--- src/rtl/ulk_pkg.sv ---
package ulk_pkg;
  localparam int UK_DW    = 8;
  localparam int UK_LEN   = 14;
  localparam int UK_IDX_W = $clog2(UK_LEN + 1);
  localparam logic [UK_DW-1:0] UK_OPEN = 8'hEE;

  typedef enum logic [1:0] {
    TRK_HUNT   = 2'd0,
    TRK_PRIMED = 2'd1,
    TRK_MATCH  = 2'd2
  } trk_state_e;

  // Expected byte at each slot; slot UK_LEN holds the open byte.
  function automatic logic [UK_DW-1:0] key_byte(input int slot);
    case (slot)
      0:  key_byte = 8'hFF;
      1:  key_byte = 8'h77;
      2:  key_byte = 8'hB3;
      3:  key_byte = 8'h51;
      4:  key_byte = 8'hA8;
      5:  key_byte = 8'hD4;
      6:  key_byte = 8'h62;
      7:  key_byte = 8'h39;
      8:  key_byte = 8'h9C;
      9:  key_byte = 8'h46;
      10: key_byte = 8'h2B;
      11: key_byte = 8'h15;
      12: key_byte = 8'h8A;
      13: key_byte = 8'hCD;
      14: key_byte = UK_OPEN;
      default: key_byte = '0;
    endcase
  endfunction
endpackage

--- src/rtl/ulk_key_rom.sv ---
module ulk_key_rom
  import ulk_pkg::*;
(
  input  logic [UK_IDX_W-1:0] slot,
  input  logic [UK_DW-1:0]    byte_in,
  output logic                hit
);
  localparam int DEPTH = 2 ** UK_IDX_W;

  logic [UK_DW-1:0] tbl [DEPTH];

  genvar g;
  generate
    for (g = 0; g < DEPTH; g++) begin : g_slot
      if (g <= UK_LEN) begin : g_used
        assign tbl[g] = key_byte(g);
      end else begin : g_spare
        assign tbl[g] = '0;
      end
    end
  endgenerate

  // Spare slots hold zero, which never matches since the matcher never reaches them.
  assign hit = (byte_in == tbl[slot]) && (slot <= UK_IDX_W'(UK_LEN));
endmodule

--- src/rtl/ulk_tracker.sv ---
module ulk_tracker
  import ulk_pkg::*;
(
  input  logic                clk,
  input  logic                rst_n,
  input  logic                wr_en,
  input  logic [UK_DW-1:0]    wr_data,
  input  logic                hit,
  output logic [UK_IDX_W-1:0] slot,
  output logic                open_p,
  output logic                close_p
);
  localparam logic [UK_IDX_W-1:0] LAST = UK_IDX_W'(UK_LEN);

  trk_state_e st_q, st_d;
  logic [UK_IDX_W-1:0] idx_q, idx_d;
  logic nz;

  assign nz   = |wr_data;
  assign slot = idx_q;

  always_comb begin
    st_d    = st_q;
    idx_d   = idx_q;
    open_p  = 1'b0;
    close_p = 1'b0;
    if (wr_en) begin
      unique case (st_q)
        TRK_HUNT: begin
          if (nz) st_d = TRK_PRIMED;
        end
        TRK_PRIMED: begin
          if (!nz) begin
            st_d  = TRK_MATCH;
            idx_d = '0;
          end
        end
        TRK_MATCH: begin
          if (hit && idx_q != LAST) begin
            idx_d = idx_q + UK_IDX_W'(1);
          end else begin
            if (idx_q == LAST) begin
              open_p  = hit;
              close_p = !hit;
            end
            // Re-read the byte as a possible preamble start.
            // Slot 0 means the byte before was the preamble zero.
            if (nz) begin
              st_d = TRK_PRIMED;
            end else if (idx_q != '0) begin
              st_d  = TRK_MATCH;
              idx_d = '0;
            end else begin
              st_d = TRK_HUNT;
            end
          end
        end
        default: st_d = TRK_HUNT;
      endcase
    end
  end

  always_ff @(posedge clk or negedge rst_n) begin
    if (!rst_n) begin
      st_q  <= TRK_HUNT;
      idx_q <= '0;
    end else begin
      st_q  <= st_d;
      idx_q <= idx_d;
    end
  end
endmodule

--- src/rtl/ulk_lock_flag.sv ---
module ulk_lock_flag (
  input  logic clk,
  input  logic rst_n,
  input  logic open_p,
  input  logic close_p,
  output logic q
);
  always_ff @(posedge clk or negedge rst_n) begin
    if (!rst_n)       q <= 1'b0;
    else if (open_p)  q <= 1'b1;
    else if (close_p) q <= 1'b0;
  end
endmodule

--- src/rtl/seq_unlock_detect.sv ---
module seq_unlock_detect
  import ulk_pkg::*;
(
  input  logic             clk,
  input  logic             rst_n,
  input  logic             wr_en,
  input  logic [UK_DW-1:0] wr_data,
  output logic             unlocked
);
  logic [UK_IDX_W-1:0] slot;
  logic hit, open_p, close_p;

  ulk_key_rom u_rom (
    .slot(slot), .byte_in(wr_data), .hit(hit)
  );

  ulk_tracker u_trk (
    .clk(clk), .rst_n(rst_n), .wr_en(wr_en), .wr_data(wr_data),
    .hit(hit), .slot(slot), .open_p(open_p), .close_p(close_p)
  );

  ulk_lock_flag u_flag (
    .clk(clk), .rst_n(rst_n), .open_p(open_p), .close_p(close_p), .q(unlocked)
  );
endmodule

--- config.mk ---
export PLATFORM = sky130hd
export DESIGN_NAME = seq_unlock_detect
export DESIGN_NICKNAME = d
export VERILOG_FILES = /design/src/rtl/ulk_pkg.sv /design/src/rtl/ulk_key_rom.sv /design/src/rtl/ulk_tracker.sv /design/src/rtl/ulk_lock_flag.sv /design/src/rtl/seq_unlock_detect.sv
export SDC_FILE = /design/constraint.sdc
export NUM_CORES = 1
export LEC_CHECK = 0
export BUFFER_PORTS_ARGS = -buffer_cell sky130_fd_sc_hd__clkbuf_2
export CAP_MARGIN = 20
export CORE_MARGIN = 2
export CORE_UTILIZATION = 57
export CTS_CLUSTER_SIZE = 28
export DETAILED_ROUTE_END_ITERATION = 12
export PLACE_DENSITY = 0.79
export SYNTH_ARGS = -nofsm -noshare
export SYNTH_HDL_FRONTEND = slang
export SYNTH_SLANG_ARGS = --single-unit
--- constraint.sdc ---
create_clock -name clk -period 3.1 [get_ports clk]
set_clock_uncertainty 0.15 [all_clocks]
set_input_delay 0.31 -clock clk [delete_from_list [all_inputs] [get_ports clk]]
set_output_delay 0.31 -clock clk [all_outputs]
set_load 0.005 [all_outputs]
# Word-level counts from Yosys, hierarchy flattened
# Memories as Yosys holds them, arrays and structs flattened.
# Index checks and enable logic that the tools add are counted.
totals:
  latch_bits: 0
  n_memories: 1
  mem_bits_rw: 0
  rom_bits: 128
  ff_bits: 7
  wordCells: 51
memory_table:
  columns: ["name", "depth", "word_bits", "read_ports", "rd_ports_with_merged_regs", "write_ports", "line_no", "text"]
  rows:
  - ["(no name shown)", 16, 8, 1, 0, 0, "ulk_key_rom.sv:24", "assign hit = (byte_in == tbl[slot]) && (slot <= UK_IDX_W'(UK_LEN));"]
classes:
  n_shift: 0
  reduce_logical: 10
  n_div: 0
  addsub: 1
  mul: 0
  magnitude_cmp: 2
  bitwise: 1
  n_eq_ne: 10
  muxes: 23
op_table:
  columns: ["cell", "n"]
  rows:
  - ["$mux W4", 4]
  - ["$mux W8", 2]
  - ["$mux W1", 10]
  - ["$mux W2", 5]
  - ["$eq A8 B8 Y1", 1]
  - ["$pmux W4 S2", 1]
  - ["$reduce_or A8 Y1", 1]
  - ["$pmux W2 S3", 1]
  - ["$ge A5 B5 Y1 const B", 1]
  - ["$not A4 Y5", 1]
  - ["$reduce_and A5 Y1", 1]
  - ["$add A4 B1 Y4 const B", 1]
  - ["$eq A4 B4 Y1 const B", 1]
  - ["$le A4 B4 Y1 const B", 1]
  - ["$ne A2 B2 Y1 const B", 2]
  - ["$ne A4 B4 Y1 const B", 1]
  - ["$reduce_and A4 Y1", 1]
  - ["$reduce_bool A2 Y1", 2]
  - ["$reduce_bool A4 Y1", 1]
  - ["$ne A3 B1 Y1 const B", 1]
  - ["$ne A3 B3 Y1 const B", 1]
  - ["$eq A2 B1 Y1 const B", 1]
  - ["$eq A2 B2 Y1 const B", 1]
  - ["$logic_and A1 B1 Y1", 2]
  - ["3 further kinds", 3]

# Longest topological paths before layout
logic_depth:
  depth_word: 13
  mapped_depth: 9
  ltp_nobuf: 9

# By module
# A second synthesis with hierarchy kept.
unflattened:
  cells_unflattened: 109
  hier_area_um2: 988.4
modules_own_cells:
  columns: ["mod", "cells_each", "seq_area_each_um2", "area_each_um2", "instances"]
  rows:
  - ["ulk_tracker", 52, 150.1, 501.7, 1]
  - ["ulk_key_rom", 54, 0.0, 450.4, 1]
  - ["ulk_lock_flag", 3, 25.0, 36.3, 1]

# Worst setup path after synthesis
# Ideal clock, no wire load.
synth_timing:
  path_type: "reg2reg"
  startpoint: "register u_trk.idx_q[1], in the netlist u_trk.slot[1]"
  endpoint: "register u_trk.st_q[0]"
  setup_time_ps: 125
  path_stages_with_launch: 10
  n_path_buf: 0
  required_time_ps: 2825
  t_arrival_ps: 2330
  setup_slack_ps: 495
  cell_sequence: "dfrtp_1 inv_1 ha_1 mux2_2 a21oi_1 xor2_1 a2111oi_4 and4_1 a21boi_1 mux2_4"
synth_between:
  elab_chain_cells: 9
  elab_cells_between_ends: 11
synth_rtl:
  columns: ["item", "line_no", "text"]
  rows:
  - ["from (decl)", "ulk_tracker.sv:16", "logic [UK_IDX_W-1:0] idx_q, idx_d;"]
  - ["from (signal assigned)", "ulk_tracker.sv:69", "idx_q <= idx_d;"]
  - ["$not A4 Y5 (implied by the code)", "ulk_key_rom.sv:24", null]
  - ["$mem_v2 Z16 W8", null, null]
  - ["$mux W8 (implied by the code) (2 in series)", "ulk_key_rom.sv:24", null]
  - ["$eq A8 B8 Y1", "ulk_key_rom.sv:24", null]
  - ["$logic_and A1 B1 Y1", "ulk_key_rom.sv:24", null]
  - ["$logic_and A1 B1 Y1 (*)", "ulk_tracker.sv:39", "if (hit && idx_q != LAST) begin"]
  - ["$ne A2 B2 Y1 (no line) (*)", null, null]
  - ["$reduce_and A4 Y1 (no line) (*)", null, null]
  - ["to (signal assigned)", "ulk_tracker.sv:68", "st_q <= st_d;"]
  - ["to (decl)", "ulk_tracker.sv:15", "trk_state_e st_q, st_d;"]
# Every way passes the cells marked *; elsewhere a longest branch is shown, timed or not. The select of a mux whose other input is x is not followed.
# A chain may end at the register's enable or synchronous reset.

# Final worst setup path
layout_timing:
  startpoint: "register u_trk.idx_q[1], in the netlist u_trk.slot[1]"
  endpoint: "register u_trk.idx_q[1], in the netlist u_trk.slot[1]"
layout_between:
  elab_chain_cells: 9
  elab_cells_between_ends: 16
layout_rtl:
  columns: ["item", "line_no"]
  rows:
  - ["$not A4 Y5 (implied by the code)", "ulk_key_rom.sv:24"]
  - ["$mem_v2 Z16 W8", null]
  - ["$mux W8 (implied by the code) (2 in series)", "ulk_key_rom.sv:24"]
  - ["$eq A8 B8 Y1", "ulk_key_rom.sv:24"]
  - ["$logic_and A1 B1 Y1", "ulk_key_rom.sv:24"]
  - ["$logic_and A1 B1 Y1", "ulk_tracker.sv:39"]
  - ["$ne A3 B3 Y1 (no line), or another cell as far along", null]
  - ["$reduce_and A5 Y1 (no line) or $pmux W4 S2 (tied branches)", null]
# Several ways; a longest one is shown, not always the timed one. The select of a mux whose other input is x is not followed.

==> summary.md <==
| Metric | Value |
|---|---|
| Pwr dens | 381.5 nW/µm² |
| Largest family of logic cells by synthesized area | simple AND/OR/NAND/NOR gates |
| Status | completed |
| Register area | ~180 µm² |
| Post-CTS Setup Bufs | 0 |
| Most used DFF post-synth | dfrtp_1 |
| Antenna Nets Post-Route | 0 |
| H-tree depth | 1 |
| Number of hold violations in the final report | 0 |
| Clk pwr share | 0.208 |
| Grt total ovfl | 0 |
| Crit path max fanout | 10 |
| Sw Share | 0.4069 |
| Maximum root-to-sink buffer count | 2 |
| Initial Util | 0.6266 |
| Cells after Synth | ~120 |
| Hold WC Path Type | in2reg |
| Comb pwr share | 0.475 |
| Reg power frac | 0.317 |
| Total negative slack | 0 ns |
| PortBufs | 11 |
| Adder-Cell Fraction of Synth Area | 0.1425 |
| Clock sink total | 7 |
| Netlist cell types | 39 |
| Fmax | 0.3430 GHz |
| Worst slew pin tran | between 0.4 and 0.5 ns |
| Share of the synthesized area in the top cell type | 0.1813 |
| Kind of critical path | reg2reg |
| Switching power | between 150 and 200 µW |
| Layout cell share with drive strength beyond 1 | 0.1679 |
| Vias in the first global route | a little over 800 |
| Syn Std Cell Area | 965.9 µm² |
| RSZ-0062 raised after global routing | false |
| Post-synth net total | 140 |
| Synth Area in XOR/XNOR | 0.05440 |
| Post-synthesis compound-gate area fraction | 0.2060 |
| Root buffer cell | clkbuf_4 |
| Power Internal | 240.1 µW |
| Leakage | roughly 0.44 nW |
| Clock-pin slew on the worst setup and hold paths | roughly 0.050 ns |
| Final WL | roughly 2.3 mm |
| FILL cells | 149 |
| DRT iter0 DRCs | 28 |
| Die Height | roughly 45 µm |
| Cell taking the most area after synthesis | dfrtp_1 |
| Multiplexer share of the synthesized area | 0.1231 |
| Synthesis-to-layout area growth | 9.845% |
| WP data required | between 3 and 4 ns |
| Dpl hpwl | ~1.8 mm |
| Die width | 45.17 µm |
| Site row count | 14 |
| Worst EP arrival | between 2 and 3 ns |
| Routed vias/inst | 6.156 |
| Largest net degree at the start of global routing | 16 |
| Setup-failing EPs final | 0 |
| Period utilization | 0.9403 |
| Post-synth EDFFs | 0 |
| Slew headroom | 0.6943 |
| Commonest non-fill, non-tap cells in the layout | 11 x nand2_1, 11 x ha_1, 11 x clkbuf_2 |
| Final #Nets | between 150 and 200 |
| Crit end category | flip-flop |
| Multi-input logic area | ~730 µm² |
| Post-Syn Area per Cell | roughly 8.2 µm² |
| Cts bufs inserted | 3 |
| Fin. max-slew vios | 0 |
| Largest cells by area after synthesis | dfrtp_1 18%, ha_1 14%, mux2i_1 7.3%, nand2_1 4.3%, o21ai_0 3.6% |
| Ys async rst share | 1.000 |
| Drt pass-1 iters | 4 |
| DR vias | a little over 900 |
| DRC | 0 |
| Die footprint | 2040 µm² |
| Simple-Gate Fraction of Synth Area | 0.2254 |
| VDD IR max | roughly 0.33 mV |
| GP Congestion | around 0.9 |
| Number of warnings issued by yosys | 0 |
| Placed cells | around 140 |
| Synthesis-stage register bit count | 7 |
| CTS tree | built |
| Io pins | 12 |
| Diode count | 0 |
| GRT Util Overall | 0.2550 |
| Initial antenna violation count | 0 |
| Seq/Total Area, Yosys | 0.1813 |
| Clock Latency Late Sink | about 0.26 ns |
| Post-layout min period | 2.915 ns |
| Core area | 1541 µm² |
| First-pass GRT wire length | approximately 3.8 mm |
| Final non-filler cell total | about 150 |
| Max-cap violation count | 0 |
| Final Total Pwr | just over 400 µW |
| Startpoint Class | flip-flop |
| Wire length per cell | between 15 and 20 µm |
==> sequential cells by signal (all words and copies together) (netlist names) <==
register	count
u_trk.st_q	2
u_flag.q	1
u_trk.slot	4
==> stage by stage <==
step / hold WS, ns / worst slack (ns) / instance area (µm²) / utilization
6_report: 0.2564 / 0.1850 / 1061 / 0.6883
5_1_grt: 0.2714 / 0.02469 / 1061 / 0.6883
4_1_cts: 0.2380 / 0.2291 / 1061 / 0.6883
3_5_place_dp: 0.01421 / 0.2490 / 1025 / 0.6648
3_3_place_gp: 0.008526 / 0.3283 / 1025 / 0.6648
2_1_floorplan: -0.1356 / 0.4952 / 965.9 / -
==> final cells by class <==
| class | count | share of cell area |
|---|---|---|
| Sequential cell | 7 | 0.1651 |
| Inverter | 9 | 0.03184 |
| Timing Repair Buffer | 14 | 0.07547 |
| Tap cell | 16 | 0.01887 |
| Multi-Input combinational cell | 97 | 0.6840 |
| Clock buffer | 4 | 0.02476 |
==> per-layer routing <==
layer  GRT usage  vias up  wire length [µm]
li1            -      457                 -
met1      0.3661      411              1017
met2      0.4114       37              1073
met3     0.06400        0               178
met4           0        0                 0
met5           0        -                 0
==> worst paths after layout <==
kind	to	cells after the start	startpoint	slack (ns)
max	u_trk.slot[1]	9	u_trk.slot[1]	0.18
min	u_flag.q	3	wr_en	0.26
max reg2reg	u_trk.slot[1]	9	u_trk.slot[1]	0.18
min reg2reg	u_flag.q	2	u_flag.q	0.34
max in group asynchronous	u_trk.slot[2]	2	rst_n	2.35
min in group asynchronous	u_trk.slot[0]	2	rst_n	0.27
==> cell usage after synthesis, drive strengths merged (3+ instances only) <==
master,count
ha,11
o211ai,3
nor4,3
mux2i,7
inv,9
nand2,11
nand4,3
o21ai,7
a21oi,6
buf,5
dfrtp,7
nor2,8
nand3,4
xnor2,4
a21boi,3
==> kinds of logic after synthesis <==
| family | count (synthesis) |
|---|---|
| adders and majority gates | 11 |
| xor gates and xnor gates | 6 |
| DFF | 7 |
| and+or+nand+nor | 42 |
| muxes | 10 |
| buffers and inverters | 14 |
| AOI/OAI and AO/OA | 28 |
==> power by group through the flow <==
stage	clock network (mW)	registers [mW]	logic, mW
2_1_floorplan	0	0.122	0.152
3_3_place_gp	0	0.127	0.182
3_5_place_dp	0	0.129	0.189
4_1_cts	0.0875	0.128	0.192
5_1_grt	0.0902	0.131	0.218
6_report	0.0842	0.128	0.192
==> timing repair <==
action,in CTS,in global routing
hold endpoints to repair,7,0
hold buffers,1,0
resized for setup,0,0
==> critical path: stages, from the launching register on <==
cell	delay, ns
dfrtp_1	0.52
inv_1	0.17
ha_1	0.37
inv_1	0.09
mux4_2	0.49
xnor2_1	0.14
nor2_1	0.20
nand4_1	0.25
a31oi_1	0.29
o22ai_1	0.12
No activity file was read; power rests on OpenSTA's default activity.
